## src/rtl/usbfe_pkg.sv

```systemverilog
package usbfe_pkg;

  typedef enum logic [1:0] {
    ST_IDLE     = 2'd0,
    ST_RD_PRE   = 2'd1,
    ST_RD_BURST = 2'd2,
    ST_WR       = 2'd3
  } usbfe_state_e;

endpackage

```

## src/rtl/usbfe_buffer.sv

```systemverilog
module usbfe_buffer #(
  parameter int DW    = 8,
  parameter int DEPTH = 16
) (
  input  logic                       clk,
  input  logic                       rst_n,
  input  logic                       push,
  input  logic                       pop,
  input  logic [DW-1:0]              din,
  output logic [DW-1:0]              dout,
  output logic                       full,
  output logic                       empty,
  output logic                       last_free,
  output logic                       last_item,
  output logic [$clog2(DEPTH):0]     level
);

  localparam int AW = $clog2(DEPTH);
  localparam int LW = AW + 1;

  logic [DW-1:0] mem [DEPTH];
  logic [AW-1:0] wr_ptr_q, wr_ptr_d;
  logic [AW-1:0] rd_ptr_q, rd_ptr_d;
  logic [LW-1:0] level_q, level_d;
  logic          level_en;

  // storage: written only on push, no reset needed
  always_ff @(posedge clk) begin
    if (push) begin
      mem[wr_ptr_q] <= din;
    end
  end

  always_comb begin
    wr_ptr_d = wr_ptr_q + AW'(1);
    rd_ptr_d = rd_ptr_q + AW'(1);
    level_en = push ^ pop;
    if (push) begin
      level_d = level_q + LW'(1);
    end else begin
      level_d = level_q - LW'(1);
    end
  end

  always_ff @(posedge clk or negedge rst_n) begin
    if (!rst_n) begin
      wr_ptr_q <= '0;
      rd_ptr_q <= '0;
      level_q  <= '0;
    end else begin
      if (push)     wr_ptr_q <= wr_ptr_d;
      if (pop)      rd_ptr_q <= rd_ptr_d;
      if (level_en) level_q  <= level_d;
    end
  end

  assign dout      = mem[rd_ptr_q];
  assign level     = level_q;
  assign full      = (level_q == LW'(DEPTH));
  assign empty     = (level_q == '0);
  assign last_free = (level_q == LW'(DEPTH - 1));
  assign last_item = (level_q == LW'(1));

endmodule

```

## src/rtl/usbfe_ctrl.sv

```systemverilog
module usbfe_ctrl
  import usbfe_pkg::*;
(
  input  logic clk,
  input  logic rst_n,
  input  logic rx_ready_n,
  input  logic tx_ready_n,
  input  logic full,
  input  logic empty,
  input  logic last_free,
  input  logic last_item,
  output logic rd_n,
  output logic wr_n,
  output logic oe_n,
  output logic drive,
  output logic push,
  output logic pop
);

  usbfe_state_e state_q, state_d;
  logic         state_en;

  // next-state: reads take priority; every direction change passes idle
  always_comb begin
    state_d = state_q;
    unique case (state_q)
      ST_IDLE: begin
        if (!rx_ready_n && !full) begin
          state_d = ST_RD_PRE;
        end else if (!tx_ready_n && !empty) begin
          state_d = ST_WR;
        end
      end
      ST_RD_PRE: begin
        state_d = rx_ready_n ? ST_IDLE : ST_RD_BURST;
      end
      ST_RD_BURST: begin
        // leave as the last free slot is taken, so rd_n never sits low on a full buffer
        if (rx_ready_n || last_free) state_d = ST_IDLE;
      end
      ST_WR: begin
        // a stalled byte stays at the head and is retried later
        if (tx_ready_n || last_item) state_d = ST_IDLE;
      end
      default: state_d = ST_IDLE;
    endcase
  end

  assign state_en = (state_d != state_q);

  always_ff @(posedge clk or negedge rst_n) begin
    if (!rst_n) begin
      state_q <= ST_IDLE;
    end else if (state_en) begin
      state_q <= state_d;
    end
  end

  // Moore decode of the pin controls
  always_comb begin
    oe_n  = !((state_q == ST_RD_PRE) || (state_q == ST_RD_BURST));
    rd_n  = (state_q != ST_RD_BURST);
    wr_n  = (state_q != ST_WR);
    drive = (state_q == ST_WR);
    push  = (state_q == ST_RD_BURST) && !rx_ready_n;
    pop   = (state_q == ST_WR) && !tx_ready_n;
  end

endmodule

```

## src/rtl/usb_fifo_echo.sv

```systemverilog
module usb_fifo_echo #(
  parameter int DW    = 8,
  parameter int DEPTH = 16
) (
  input  logic          clk,
  input  logic          rst_n,
  input  logic          rx_ready_n,
  input  logic          tx_ready_n,
  input  logic [DW-1:0] data_i,
  output logic [DW-1:0] data_o,
  output logic          data_drive,
  output logic          oe_n,
  output logic          rd_n,
  output logic          wr_n
);

  localparam int LW = $clog2(DEPTH) + 1;

  logic          push, pop;
  logic          full, empty, last_free, last_item;
  logic [LW-1:0] fill_level;

  usbfe_ctrl u_ctrl (
    .clk        (clk),
    .rst_n      (rst_n),
    .rx_ready_n (rx_ready_n),
    .tx_ready_n (tx_ready_n),
    .full       (full),
    .empty      (empty),
    .last_free  (last_free),
    .last_item  (last_item),
    .rd_n       (rd_n),
    .wr_n       (wr_n),
    .oe_n       (oe_n),
    .drive      (data_drive),
    .push       (push),
    .pop        (pop)
  );

  usbfe_buffer #(
    .DW    (DW),
    .DEPTH (DEPTH)
  ) u_buf (
    .clk       (clk),
    .rst_n     (rst_n),
    .push      (push),
    .pop       (pop),
    .din       (data_i),
    .dout      (data_o),
    .full      (full),
    .empty     (empty),
    .last_free (last_free),
    .last_item (last_item),
    .level     (fill_level)
  );

endmodule

```

## config.mk

```make
export PLATFORM = sky130hd
export DESIGN_NAME = usb_fifo_echo
export DESIGN_NICKNAME = d
export VERILOG_FILES = /design/src/rtl/usbfe_pkg.sv /design/src/rtl/usbfe_buffer.sv /design/src/rtl/usbfe_ctrl.sv /design/src/rtl/usb_fifo_echo.sv
export SDC_FILE = /design/constraint.sdc
export NUM_CORES = 1
export LEC_CHECK = 0
export BUFFER_PORTS_ARGS = -buffer_cell sky130_fd_sc_hd__buf_4
export CORE_UTILIZATION = 38
export DETAILED_ROUTE_END_ITERATION = 7
export GPL_ROUTABILITY_DRIVEN = 0
export PLACE_DENSITY = 0.58
export SYNTH_ARGS = -nofsm -noshare
export SYNTH_HDL_FRONTEND = slang
export SYNTH_SLANG_ARGS = --single-unit
export TNS_END_PERCENT = 5
```

## constraint.sdc

```tcl
create_clock -name clk -period 2.05 [get_ports clk]
set_input_delay 0 -clock clk [delete_from_list [all_inputs] [get_ports clk]]
set_output_delay 0 -clock clk [all_outputs]
set_load 0.03 [all_outputs]
```

# Yosys cells after proc, flatten, opt, wreduce, memory -nomap -nowiden
# Memories as Yosys holds them, arrays and structs flattened.
# Cells that the tools add are included.
dict set report word_totals {
  regBits 15
  ram_bits 128
  word_cells 42
  memories 1
}
# memory words width rd rd_clocked_by_memory_dff wr line
set mem_list {}
lappend mem_list {u_buf.mem 16 8 1 0 1 usbfe_buffer.sv:21} ;# logic [DW-1:0] mem [DEPTH];
dict set report op_classes {
  n_addsub 4
  n_eq_ne 9
  mux 9
  bitwise_logic 1
  n_reduce_logical 14
}
# operator count
set ops {}
lappend ops {{$mux 2} 5}
lappend ops {{$add 4x1->4 const B} 2}
lappend ops {{$pmux 2 s4} 1}
lappend ops {{$add 5x1->5 const B} 1}
lappend ops {{$eq 5x1->1 const B} 1}
lappend ops {{$eq 5x4->1 const B} 1}
lappend ops {{$eq 5x5->1 const B} 1}
lappend ops {{$logic_not 1->1} 5}
lappend ops {{$logic_not 5->1} 1}
lappend ops {{$mux 5} 1}
lappend ops {{$sub 5x1->5 const B} 1}
lappend ops {{$eq 2x2->1 const B} 2}
lappend ops {{$logic_and 1x1->1} 4}
lappend ops {{$ne 2x2->1 const B} 2}
lappend ops {{$logic_or 1x1->1} 3}
lappend ops {{$eq 2x1->1 const B} 1}
lappend ops {{$logic_not 2->1} 1}
lappend ops {{$mux 1} 2}
lappend ops {{$ne 2x2->1} 1}
lappend ops {{$xor 1x1->1} 1}

# Longest topological paths before layout
# Gate-level depths: netlist of run 1.
dict set report logic_depth {
  depth_word 7
  mapped_depth 7
}

# Cells and area by module
# From an unflattened synthesis of run 1, not the netlist that was laid out.
dict set report hier_totals {
  cells_unflattened 312
  area_unflattened_um2 5916.9
}
# module instances cells_per_inst area_per_inst_um2 seq_area_each_um2
set by_module_without_submodules {}
lappend by_module_without_submodules {usbfe_buffer 1 290 5720.5 4169.0}
lappend by_module_without_submodules {usbfe_ctrl 1 22 196.4 50.0}

# Worst setup path before layout of run 1
# No wires, ideal clock.
dict set report synth_path {
  path_kind {register to register}
  from {register u_ctrl.state_q[0]}
  to {memory u_buf.mem[7][0] (enable)}
  t_arrival_ns 1.510
  slack_ns 0.208
  path_stages_with_launch 8
  path_buffers 1
  period_less_slack_ns 1.842
  path_cell_list {dfrtp_1 -> inv_1 -> ha_1 -> nor2b_1 -> clkbuf_1 -> nand2_1 -> nor2_1 -> and2_1}
}
dict set report synth_between {
  elab_chain_cells 4
}
# element line
set synth_rtl {}
lappend synth_rtl {{start: declaration} usbfe_ctrl.sv:20} ;# usbfe_state_e state_q, state_d;
lappend synth_rtl {{start signal: assignment} usbfe_ctrl.sv:55} ;# state_q <= state_d;
lappend synth_rtl {{$eq 2x2->1} usbfe_ctrl.sv:65} ;# push = (state_q == ST_RD_BURST) && !rx_ready_n;
lappend synth_rtl {{$logic_and 1x1->1} usbfe_ctrl.sv:65}
lappend synth_rtl {{$mux 1} usbfe_buffer.sv:29} ;# if (push) begin
lappend synth_rtl {{$mux 1 (not written as such)} usbfe_buffer.sv:30} ;# mem[wr_ptr_q] <= din;
lappend synth_rtl {{end: declaration} usbfe_buffer.sv:21}
# Every way passes these cells.

# Worst setup path in the final report of run 1
dict set report layout_path {
  from {register u_buf.rd_ptr_q[0]}
  to {output data_o[4]}
}
dict set report layout_between {
  elab_chain_cells 1
}
# element line
set layout_rtl {}
lappend layout_rtl {{start: declaration} usbfe_buffer.sv:23} ;# logic [AW-1:0] rd_ptr_q, rd_ptr_d;
lappend layout_rtl {{start signal: assignment} usbfe_buffer.sv:52} ;# if (pop) rd_ptr_q <= rd_ptr_d;
lappend layout_rtl {{$mem_v2 16x8} n/a}
lappend layout_rtl {{end: declaration} usb_fifo_echo.sv:10} ;# output logic [DW-1:0] data_o,
# Every way passes these cells.

==> results of run 1 <==
==> cell type report <==
class                   count  share of cell area (%)
inverters                  12                   0.603
repair buffers             72                    10.0
clock buffers              19                    5.80
clock inverters            12                    1.93
flip-flops and latches    143                    56.5
well taps                 211                    3.53
multi-input cells         149                    21.6
==> cell families (layout without fill, tap and decap cells) <==
kind of cell | after synthesis | after routing | synth area share, %
DFF | 143 | 143 | 70.8
and+or+nand+nor | 61 | 61 | 5.31
muxes | 33 | 33 | 13.3
AOI/OAI and AO/OA | 31 | 31 | 3.69
buffers and inverters | 24 | 115 | 2.58
adders and majority gates | 14 | 14 | 2.94
xor gates and xnor gates | 10 | 10 | 1.47
==> flip-flops by register name (all words and copies together) (netlist names) <==
register and cells:
u_buf.wr_ptr_q 4, u_buf.level 5, u_ctrl.state_q 2, u_buf.mem 128, u_buf.rd_ptr_q 4
==> metrics by stage <==
| step | hold WS, ps | setup TNS [ps] | power (mW) | instances |
|---|---|---|---|---|
| 4_1_cts | 450 | -766 | 9.76 | 616 |
| 3_3_place_gp | -125 | 0 | 6.41 | 569 |
| 5_1_grt | 470 | -1410 | 10.2 | 618 |
| 2_1_floorplan | -296 | 0 | 5.53 | 316 |
| 3_5_place_dp | -127 | 0 | 6.45 | 569 |
| 6_report | 461 | -645 | 9.74 | 618 |
==> worst reg2reg max path, delay by kind of cell (launching register included) <==
kind          cells  cell delay [ps]
simple gates      3              690
flops             1              410
buf+inv           2              290
fa+ha+maj         1              210
==> power by group <==
part	switching, mW	leakage, nW	internal (mW)
Sequential	0.197	1.34	3.37
Clock	1.11	0.276	1.89
Combinational	1.64	1.01	1.53
==> metal layers <==
metal	up-vias	track usage (%)	wire, um
met5	-	0	0
met4	0	6.02	159
met3	12	4.65	361
met2	55	28.7	6340
met1	1614	20.1	5310
li1	1417	-	-
==> repair_timing <==
| action | CTS | global route |
|---|---|---|
| setup endpoints to repair | 8 | 74 |
| hold endpoints to repair | 145 | 0 |
| cloned | 1 | 0 |
| buffers inserted | 3 | 3 |
| pin swaps | 1 | 2 |
| hold buffers | 12 | 0 |
| gates resized for setup | 21 | 11 |
==> cell usage after synthesis, drive strengths merged <==
library cell / count
clkbuf: 2
nand2b: 2
dfrtp: 15
o21ai: 1
inv: 12
mux2i: 1
a21oi: 3
nor3b: 1
nor2: 8
clkdlybuf4s25: 3
o221ai: 1
a22oi: 18
a2bb2oi: 1
buf: 7
nand2: 16
and2b: 1
and2: 18
nor2b: 3
o211ai: 2
ha: 14
o22ai: 1
o31ai: 1
nand3: 2
edfxtp: 128
and3: 3
nand4: 3
xnor2: 10
mux4: 32
a31oi: 3
nor3: 4
==> worst max path at each step <==
stage | start | depth (start not counted) | endpoint
after global routing | u_buf.rd_ptr_q[0] | 6 | data_o[5]
after floorplan | u_ctrl.state_q[0] | 7 | u_buf.mem[7][0]
after global placement | u_ctrl.state_q[0] | 7 | u_buf.mem[11][5]
after detailed placement | u_ctrl.state_q[0] | 7 | u_buf.mem[7][2]
after CTS | u_buf.rd_ptr_q[0] | 6 | data_o[1]
final | u_buf.rd_ptr_q[0] | 6 | data_o[4]
==> out/metrics.yaml, run 1 <==
status: "finished with violations"
violations: "setup timing"
synthesis.area_mm2: 0.00596
multiInputGateArea_mm2: 0.00162
max_freq_mhz: 460
core_mm2: 0.0153
post-route-min-period_ps: 2170
rsz0062_at_grt: "true"
slew_headroom_pct: 52.5
peakVddDrop_mv: 0.888
htreeDepth: 4
nNetsFinal: 421
antenna_found_initial: 0
hold_violations: 0
synth.area.top_cells: "edfxtp_1, mux4_1, dfrtp_1"
crit_chain: "buf_12 -> buf_6 -> mux4_2 -> a22oi_2 -> nand2_1 -> buf_6"
vias: 3098
synthCells: 316
leakage_nw: 2.62
route.detailed.drc: 0
dp_hpwl_mm: 7.90
final_cell_mix: "edfxtp_1, buf_4, mux4_2, and2_1, clkbuf_16"
drtIter0Drc: 233
dr.pass1.iters: 4
die_w_um: 127
hp-start: "data_i[0]"
tritoncts: "yes"
drive_above_1_share_pct: 31.2
syn_avg_cell_area_um2: 18.9
synth_cell_types: 34
grt.overflow.total: 0
yosysTopAreaCell: "edfxtp_1"
seq_area_mm2: 0.00422
totalWireLength_mm: 12.2
fillers: 1281
cap_violations: 0
yosysTopAreaCellShare_pct: 64.5
worst_pin_slew_ps: 710
dieHeight_um: 127
post-route-util_pct: 49.0
clk_pin_slew_ps: 60
setup_violations: 8
dp_slack_ps: 122
synth_nets: 342
start_kind: "register"
io-pin-count: 24
cp_top_family: "multiplexers"
finalMaxSlewViolations: 0
wire_per_inst_um: 19.7
slowest_delay_ps: 510
start_util_pct: 39.1
grtUsageTotal_pct: 16.7
num_rows: 45
design_area_mm2: 0.00747
r2r_cells: 6
synth.yosys.seq_area_share_pct: 70.8
ys_ff_latch: 143
clockRootBuffer: "clkbuf_16"
critPathMaxFanout: 9
slowest_stage: "mux4_2"
hold_depth: 2
cp-end-kind: "primary output"
grt_start_max_net_pins: 34
dieArea_mm2: 0.0162
layout_commonest_cell: "edfxtp_1"
avgViaCountPerCell: 5.01
critPathBufInv: 3
place_area_mm2: 0.00665
syn_to_final_growth_pct: 25.3
cellPowerDensity_mw_per_mm2: 1300
grt_pass1_vias: 3256
ant_nets: 0
crit_type: "register to primary output"
grt_pass1_wl_mm: 19.1
clock_skew_ps: 4.96
cp_common_cell: "buf_6"
setup_ws_ps: -122
finalCritPeriodShare_pct: 106
hp-class: "input port to register"
hold-path-endpoint: "u_buf.mem[11][0]"
clockBufferDepth: 2
regToRegStartpoint: "u_ctrl.state_q[0]"
clock-sinks: 143
n_antenna_cell: 0
cts_made_buffers: 17
portBuffers: 23
ff2ff_setup_slack_ps: 170
worstPathArrival_ps: 2170
clock_latency_ps: 410
ys_warn_count: 0
r2r_end: "u_buf.mem[0][3]"
required_ps: 2050
(Power assumes the default switching activity.)
==> run 2: changes to the inputs <==
--- a/config.mk
+++ b/config.mk
@@ -7,6 +7,7 @@
 export LEC_CHECK = 0
 export BUFFER_PORTS_ARGS = -buffer_cell sky130_fd_sc_hd__buf_4
 export CORE_UTILIZATION = 38
+export CTS_BUF_LIST = sky130_fd_sc_hd__clkbuf_8
 export DETAILED_ROUTE_END_ITERATION = 7
 export GPL_ROUTABILITY_DRIVEN = 0
 export PLACE_DENSITY = 0.58
==> out/metrics.yaml, run 2 (synthesis gave the netlist of run 1 again) <==
vias: 3050
drive_above_1_share_pct: 31.0
crit_type: "register to primary output"
drtIter0Drc: 225
dieHeight_um: 127
route.detailed.drc: 0
htreeDepth: 4
start_util_pct: 39.1
avgViaCountPerCell: 4.94
grt_start_max_net_pins: 34
n_antenna_cell: 0
timing.hold.ws_ps: 419
setup_ws_ps: -165
fillers: 1310
worst_pin_slew_ps: 705
portBuffers: 23
max_freq_mhz: 452
slowest_stage: "mux4_2"
status: "finished with violations"
dieArea_mm2: 0.0162
nNetsFinal: 420
syn_to_final_growth_pct: 21.9
io-pin-count: 24
worstPathArrival_ps: 2210
grt_pass1_wl_mm: 18.8
clock-sinks: 143
top_register: "u_buf.mem"
cap_violations: 0
cp_common_cell: "buf_6"
required_ps: 2050
clock_skew_ps: 10.7
leakage_nw: 2.54
totalWireLength_mm: 12.0
cellPowerDensity_mw_per_mm2: 1220
finalMaxSlewViolations: 0
dp_slack_ps: 122
hold_violations: 0
largest_reg_flops: 128
cp-end-kind: "primary output"
antenna_found_initial: 0
peakVddDrop_mv: 0.687
clockBufferDepth: 2
num_rows: 45
rsz0062_at_grt: "true"
post-route-min-period_ps: 2210
slew_headroom_pct: 52.9
fin_setup_tns_ps: -917
ff2ff_setup_slack_ps: 160
slowest_delay_ps: 510
layout_commonest_cell: "edfxtp_1"
tritoncts: "yes"
dr.pass1.iters: 6
start_kind: "register"
violations: "setup timing"
core_mm2: 0.0153
critPathMaxFanout: 9
setup_violations: 8
grt.overflow.total: 0
cts_made_buffers: 17
hp-class: "input port to register"
grt_pass1_vias: 3252
clock_latency_ps: 450
grtUsageTotal_pct: 16.4
clockRootBuffer: "clkbuf_8"
crit_chain: "buf_12 -> buf_6 -> mux4_2 -> a22oi_2 -> nand2_1 -> buf_6"
die_w_um: 127
final_cell_mix: "edfxtp_1, buf_4, mux4_2, and2_1, clkbuf_8"
clk_pin_slew_ps: 80
dp_hpwl_mm: 7.90
finalCritPeriodShare_pct: 108
ant_nets: 0
wire_per_inst_um: 19.5
## run 2: changes by cell type in the layout (fill, tap and decap cells not counted), sizes merged
cell	change
buf	-1
inv	+2
clkbuf	-2
## run 2: report_power, final
group          switching [mW]  internal (mW)  leakage (nW)
combinational            1.63           1.51          1.01
clock                    1.01           1.17         0.197
sequential              0.195           3.36          1.34
total                    2.84           6.05          2.54
## run 2: worst max-delay path: cells and delay by family (launching register included)
kind            cells  cell delay [ps]
compound gates      1              260
simple gates        1              110
buf+inv             3              420
mux                 1              510
flops               1              450
## run 2: worst paths after layout
path | from | cells after the start | to
hold / removal | data_i[2] | 2 | u_buf.mem[14][2]
max in group asynchronous | rst_n | 3 | u_buf.rd_ptr_q[0]
hold reg to reg | u_buf.level[3] | 1 | u_buf.level[3]
setup reg to reg | u_ctrl.state_q[0] | 6 | u_buf.mem[0][3]
min in group asynchronous | rst_n | 3 | u_ctrl.state_q[0]
setup / recovery | u_buf.rd_ptr_q[0] | 6 | data_o[4]
## run 2: cell type report
class | count | area (um^2) | share of cell area [%]
Inverter | 12 | 45.0 | 0.620
Timing Repair Buffer | 71 | 739 | 10.2
Tap cell | 211 | 264 | 3.63
Multi-Input combinational cell | 149 | 1620 | 22.2
Clock buffer | 17 | 234 | 3.22
Clock inverter | 14 | 151 | 2.08
Sequential cell | 143 | 4220 | 58.0
## run 2: repair_timing
action                                  4_1_cts  5_1_grt
pin swaps                                     1        2
setup buffers                                 2        3
cloned                                        1        0
endpoints found under the hold margin       148        0
endpoints found under the setup margin        8       74
hold buffers                                 12        0
resized for setup                            21       11
## run 2: routing by layer
layer  vias to the layer above  wire (um)  share of wire (%)  GRT usage [%]
li1                       1412          -                  -              -
met1                      1582       5260                 44           19.7
met5                         -          0                  0              0
met4                         0        157                1.3           6.37
met2                        42       6240                 52           28.2
met3                        14        366                3.0           4.48
## run 2: stage by stage
stage	cells	instance area (um^2)	power (mW)	util, %
after floorplan	316	5960	5.53	-
after global placement	569	6650	6.41	43.6
after CTS	615	7230	8.92	47.4
final	617	7270	8.89	47.7
after detailed placement	569	6650	6.45	43.6
after global routing	617	7270	9.36	47.7
